===== src/rtl/bcs_pkg.sv =====
package bcs_pkg;

    typedef enum logic [0:0] {
        ST_IDLE  = 1'b0,
        ST_BURST = 1'b1
    } bcs_state_e;

    typedef struct packed {
        logic [2:0] len_code;
        logic       interleave;
        logic [1:0] latency;
        logic       single_wr;
    } bcs_mode_t;

    localparam logic [2:0] LEN_FULL  = 3'b111;
    localparam logic [7:0] OP_NORMAL = 8'h00;
    localparam logic [7:0] OP_SWR    = 8'h04;

    function automatic logic len_code_ok(input logic [2:0] c);
        return (c[2] == 1'b0) || (c == LEN_FULL);
    endfunction

    function automatic logic lat_code_ok(input logic [2:0] c);
        return (c == 3'b010) || (c == 3'b011);
    endfunction

endpackage


===== src/rtl/bcs_mode_reg.sv =====
module bcs_mode_reg
    import bcs_pkg::*;
#(
    parameter int MODE_W = 15
) (
    input  logic              clk,
    input  logic              rst_n,
    input  logic              load,
    input  logic [MODE_W-1:0] word,
    output bcs_mode_t         mode,
    output logic              err
);
    localparam int OP_LSB = 7;

    logic [2:0] w_len;
    logic       w_ilv;
    logic [2:0] w_lat;
    logic [7:0] w_op;
    logic       w_ok;

    always_comb begin
        w_len = word[2:0];
        w_ilv = word[3];
        w_lat = word[6:4];
        w_op  = word[OP_LSB +: 8];
        w_ok  = len_code_ok(w_len) && lat_code_ok(w_lat) &&
                ((w_op == OP_NORMAL) || (w_op == OP_SWR));
    end

    always_ff @(posedge clk) begin
        if (!rst_n) begin
            mode <= '{len_code: 3'b000, interleave: 1'b0, latency: 2'd2, single_wr: 1'b0};
            err  <= 1'b0;
        end else begin
            err <= load && !w_ok;
            if (load && w_ok) begin
                mode <= '{len_code: w_len, interleave: w_ilv,
                          latency: w_lat[1:0], single_wr: (w_op == OP_SWR)};
            end
        end
    end
endmodule


===== src/rtl/bcs_burst_fsm.sv =====
module bcs_burst_fsm
    import bcs_pkg::*;
#(
    parameter int COL_W  = 10,
    parameter int BEAT_W = 8
) (
    input  logic             clk,
    input  logic             rst_n,
    input  logic             start,
    input  logic             stop,
    input  logic             is_write,
    input  logic [COL_W-1:0] start_col,
    input  bcs_mode_t        mode,
    output logic             active,
    output logic             last,
    output logic [BEAT_W-1:0] beat,
    output logic [COL_W-1:0] base,
    output logic [2:0]       len_code,
    output logic             interleave
);
    bcs_state_e state, state_nx;
    logic [BEAT_W-1:0] beat_nx;
    logic [BEAT_W-1:0] len_m1;
    logic              full;
    logic [2:0]        cap_len;

    // length that a new burst would take, single-write shortening applied
    always_comb begin
        cap_len = (mode.single_wr && is_write) ? 3'b000 : mode.len_code;
    end

    always_comb begin
        full   = (len_code == LEN_FULL);
        len_m1 = BEAT_W'((1 << len_code[1:0]) - 1);
        last   = (state == ST_BURST) && !full && (beat == len_m1);
    end

    always_comb begin
        state_nx = state;
        beat_nx  = beat;
        unique case (state)
            ST_IDLE: begin
                if (start) begin            // GO_BURST
                    state_nx = ST_BURST;
                    beat_nx  = '0;
                end
            end
            ST_BURST: begin
                if (start) begin            // RESTART
                    beat_nx = '0;
                end else if (stop || last) begin  // END_STOP / END_LAST
                    state_nx = ST_IDLE;
                end else begin              // ADVANCE
                    beat_nx = beat + 1'b1;
                end
            end
            default: state_nx = ST_IDLE;
        endcase
    end

    always_ff @(posedge clk) begin
        if (!rst_n) begin
            state      <= ST_IDLE;
            beat       <= '0;
            base       <= '0;
            len_code   <= '0;
            interleave <= 1'b0;
        end else begin
            state <= state_nx;
            beat  <= beat_nx;
            if (start) begin
                base       <= start_col;
                len_code   <= cap_len;
                interleave <= mode.interleave && (cap_len != LEN_FULL);
            end
        end
    end

    always_comb begin
        active = (state == ST_BURST);
    end
endmodule


===== src/rtl/bcs_addr_gen.sv =====
module bcs_addr_gen #(
    parameter int COL_W  = 10,
    parameter int BEAT_W = 8
) (
    input  logic [COL_W-1:0]  base,
    input  logic [BEAT_W-1:0] beat,
    input  logic [2:0]        len_code,
    input  logic              interleave,
    output logic [COL_W-1:0]  addr
);
    localparam int LG_W = $clog2(BEAT_W + 1);

    logic [LG_W-1:0]  blk_bits;
    logic [COL_W-1:0] beat_ext;
    logic [COL_W-1:0] sum;

    always_comb begin
        blk_bits = (len_code == 3'b111) ? LG_W'(BEAT_W) : LG_W'(len_code[1:0]);
        beat_ext = COL_W'(beat);
        sum      = base + beat_ext;
    end

    for (genvar i = 0; i < COL_W; i++) begin : g_bit
        if (i < BEAT_W) begin : g_blk
            always_comb begin
                if (LG_W'(i) < blk_bits)
                    addr[i] = interleave ? (base[i] ^ beat[i]) : sum[i];
                else
                    addr[i] = base[i];
            end
        end else begin : g_hi
            always_comb addr[i] = base[i];
        end
    end
endmodule


===== src/rtl/burst_col_seq.sv =====
module burst_col_seq
    import bcs_pkg::*;
#(
    parameter int COL_W  = 10,
    parameter int PAGE_W = 8,
    parameter int MODE_W = 15
) (
    input  logic              clk,
    input  logic              rst_n,
    input  logic              mode_load,
    input  logic [MODE_W-1:0] mode_word,
    input  logic              start,
    input  logic [COL_W-1:0]  start_col,
    input  logic              is_write,
    input  logic              stop,
    output logic              col_valid,
    output logic [COL_W-1:0]  col_addr,
    output logic              col_last,
    output logic [1:0]        rd_latency,
    output logic              mode_err
);
    bcs_mode_t         mode;
    logic              active;
    logic              last;
    logic [PAGE_W-1:0] beat;
    logic [COL_W-1:0]  base;
    logic [2:0]        len_code;
    logic              interleave;
    logic [COL_W-1:0]  addr;

    bcs_mode_reg #(.MODE_W(MODE_W)) u_mode (
        .clk(clk), .rst_n(rst_n), .load(mode_load), .word(mode_word),
        .mode(mode), .err(mode_err)
    );

    bcs_burst_fsm #(.COL_W(COL_W), .BEAT_W(PAGE_W)) u_fsm (
        .clk(clk), .rst_n(rst_n), .start(start), .stop(stop),
        .is_write(is_write), .start_col(start_col), .mode(mode),
        .active(active), .last(last), .beat(beat), .base(base),
        .len_code(len_code), .interleave(interleave)
    );

    bcs_addr_gen #(.COL_W(COL_W), .BEAT_W(PAGE_W)) u_addr (
        .base(base), .beat(beat), .len_code(len_code),
        .interleave(interleave), .addr(addr)
    );

    always_comb begin
        col_valid  = active;
        col_addr   = active ? addr : '0;
        col_last   = last;
        rd_latency = mode.latency;
    end
endmodule


===== config.mk =====
export PLATFORM = sky130hd
export DESIGN_NAME = burst_col_seq
export DESIGN_NICKNAME = d
export VERILOG_FILES = /design/src/rtl/bcs_pkg.sv /design/src/rtl/bcs_mode_reg.sv /design/src/rtl/bcs_burst_fsm.sv /design/src/rtl/bcs_addr_gen.sv /design/src/rtl/burst_col_seq.sv
export SDC_FILE = /design/constraint.sdc
export NUM_CORES = 1
export LEC_CHECK = 0
export BUFFER_PORTS_ARGS = -buffer_cell sky130_fd_sc_hd__buf_2
export CORE_AREA = 5 5 66 68
export DETAILED_ROUTE_END_ITERATION = 8
export DIE_AREA = 0 0 71 73
export PLACE_DENSITY = 0.79
export SLEW_MARGIN = 10
export SYNTH_ARGS = -nofsm -noshare
export SYNTH_HDL_FRONTEND = slang
export SYNTH_SLANG_ARGS = --single-unit

===== constraint.sdc =====
create_clock -name clk -period 3.25 [get_ports clk]
set_input_delay 0 -clock clk [delete_from_list [all_inputs] [get_ports clk]]
set_output_delay 0 -clock clk [all_outputs]
set_load 0.05 [all_outputs]

==> metrics.md <==
| Metric | Value |
|---|---|
| Status | complete, but fails checks |
| Failing checks | negative hold slack |
| Top-Level Pins | 46 |
| Dpl cells | 304 |
| Synth area leader | dfxtp_1 |
| Internal reg-to-reg setup slack | 1200 ps |
| Total Routing Usage GR | 17.9% |
| Layout cells sized above 1 | 21.6% |
| Vias per cell | 5.31 |
| Max cap viols | 0 |
| Final period util | 75.8% |
| Final Max Tran Viols | 0 |
| Commonest cells after routing, fill and taps aside | 45 x buf_2, 31 x dfxtp_1, 21 x nand2_1, 20 x nor2b_1, 19 x mux2i_1 |
| Worst Path Buf+Inv | 2 |
| Final Hold Vio Count | 1 |
| Die Ht | 73 um |
| Initial antenna violation count | 0 |
| Slowest stage delay, CP | 480 ps |
| Worst min path class | in -> reg |
| Slew margin rel. | 70.4% |
| Critical path start-end classification | reg -> out |
| Family with the most delay on the worst path | adder cells |
| Max rail drop VDD | 0.332 mV |
| Via Count | 1743 |
| Post-CTS setup buffer count | 0 |
| Die Wd | 71 um |
| Syn avg cell area | 8.77 um2 |
| Gp weighted congestion | 0.844 |
| First-pass GRT wire length | 7440 um |
| Post-route core utilization | 63.5% |
| CTS tree | done |
| Non-Filler Instances | 328 |
| Worst setup EP type | output port |
| Mapped cell area | 1930 um2 |
| Post-synth top flop | dfxtp_1 |
| Initial core utilization | 50.8% |
| Clock Skews | 8.08 ps |
| Final ANT Viol Nets | 0 |
| # resized after CTS | 0 |
| Routed WL | 4320 um |
| Post-synthesis cell type count | 48 |
| Largest fanout on the critical path | 9 |
| Pre-CTS WS | 1080 ps |
| Iteration-0 DRC Markers | 95 |
| Layout area overhead | 25.1% |
| # port buffers | 45 |
| Share of the synthesized area in the top cell type | 32.2% |
| Commonest non-fill, non-tap cell in the layout | buf_2 |
| CTS root buf | clkbuf_8 |
| Number of flops mapped to enable cells by yosys | 0 |
| Inserted Clock Buffers | 5 |
| Worst setup margin | 785 ps |
| Slowest CP cell | dfxtp_1 |
| WL/cell | 13.2 um |
| Skew-Pair Late Insertion Delay | 290 ps |
| Maximum number of pins on one net before global-route repair | 27 |
| Fmax | 406 MHz |
| CP startpoint kind | register |
| Dominant cells by area after synthesis | dfxtp_1 32%, mux2i_1 9.9%, nor2b_1 6.5% |
| Synthesized instance count | 220 |
| Yosys warns | 0 |
| Sum Neg Setup Slack | 0 ps |
| HPWL after detailed placement | 3120 um |
| H-tree Lvls | 2 |
| Critical path, cell by cell | ha_1 > inv_1 > fa_1 > nor2b_1 > o21ai_0 > a21oi_1 > xnor2_1 > a211oi_1 > buf_2 |
| RSZ-0062 raised after global routing | no |
| Leakage | 1.03 nW |
| Net count, final | 318 |
| Die area | 5180 um2 |
| Clock-pin slew on the worst setup and hold paths | 70 ps |
| Tmin final | 2460 ps |
| Area of the multi-input gates | 1210 um2 |
| Core area | 3800 um2 |
| Flops & latches, synth | 31 |
| Router iterations before antenna repair | 4 |
| Sequential cell area fraction in the yosys report | 32.2% |
| Clk buf depth | 2 |
| Remaining DRCs | 0 |
| Slew @ Worst Pin | 444 ps |
| Overall Power | 0.000860 W |
| Syn_nets | 261 |
| Register area | 621 um2 |
| WHS | -2.92 ps |
| Required time of the critical path | 3250 ps |
| Synth async-reset ratio | 0% |
| Gr ovfl total | 0 |
| Clock Sinks | 31 |
| Fill cells | 363 |
| Cell Pwr Density | 356 nW/um2 |
| Number of global-route vias before repair | 1705 |
| Setup violators final | 0 |
| WP data arrival | 2460 ps |
| Inserted Diodes | 0 |
| Rows | 23 |
## area by class of cell
type | instances | area share, %
Clock inverter | 1 | 0.311
Timing Repair Buffer | 61 | 16.0
Clock buffer | 7 | 3.99
Inverter | 9 | 1.40
Multi-Input combinational cell | 169 | 50.0
Tap cell | 50 | 2.59
Sequential cell | 31 | 25.7
## worst paths after layout
| path | start | end | depth (start not counted) |
|---|---|---|---|
| max | u_fsm.beat[0]$_SDFFE_PN0P_ | col_addr[4] | 9 |
| min | start_col[6] | u_fsm.base[6]$_SDFFE_PN0P_ | 3 |
| max reg2reg | u_fsm.len_code[1]$_SDFFE_PN0P_ | u_fsm.active$_SDFF_PN0_ | 8 |
| min reg2reg | u_mode.mode[2]$_SDFFE_PN1P_ | u_mode.mode[2]$_SDFFE_PN1P_ | 1 |
## metrics by stage
step | hold slack [ps] | instance area (um2)
global route | 14.4 | 2410
global placement | 246 | 2150
detailed placement | 247 | 2150
finish | -2.92 | 2410
floorplan | 116 | 1930
CTS | 0.124 | 2410
## Yosys cell counts (2+ instances only)
cell / n
dfxtp_1: 31
nand2_1: 21
nor2b_1: 20
mux2i_1: 19
a21oi_1: 11
nor2_1: 11
ha_1: 9
inv_1: 9
o21ai_0: 8
nand3_1: 7
nor3_1: 5
a21boi_0: 4
clkbuf_1: 4
nand3b_1: 4
or3_1: 4
buf_2: 3
nand4_1: 3
nor4_1: 3
o21a_1: 3
xnor2_1: 3
xor2_1: 3
a211oi_1: 2
a311oi_1: 2
and2_1: 2
buf_4: 2
buf_6: 2
o211ai_1: 2
o21ai_1: 2
or2b_1: 2
## sequential cells by signal, summed over array words and instances (netlist names)
| signal | flops |
|---|---|
| u_fsm.active | 1 |
| u_fsm.base | 10 |
| u_fsm.beat | 8 |
| u_fsm.interleave | 1 |
| u_fsm.len_code | 3 |
| u_mode.err | 1 |
| u_mode.mode | 7 |
## worst min-delay path, cell delays in order
cell	delay [ps]
buf_2	80
mux2i_1	60
nor2b_1	100
## kinds of logic (layout without fill, tap and decap cells)
kind of cell,count (synthesis),in the layout,synth area share (%)
xor gates and xnor gates,6,6,2.72
adders and majority gates,10,10,6.87
buffers and inverters,20,78,5.25
AOI/OAI and AO/OA,43,43,16.5
muxes,19,19,9.86
and+or+nand+nor,91,91,26.6
DFF,31,31,32.2
## metal layers
metal	up-vias	GRT usage [%]	wire length (um)	share of wire, %
li1	897	-	-	-
met3	12	4.41	215	5.0
met1	783	21.0	1910	44
met2	51	30.6	2090	48
met5	-	0	0	0
met4	0	8.56	106	2.5
## timing repair
item / 4_1_cts / 5_1_grt
endpoints found under the setup margin: 0 / 0
hold endpoints to repair: 15 / 0
hold buffers: 16 / 0
## report_power, final
group          switching [W]  internal [W]  total, W
sequential        0.00000892      0.000389  0.000398
clock               0.000150      0.000192  0.000342
combinational      0.0000637     0.0000555  0.000119
No activity file was read; power rests on OpenSTA's default activity.
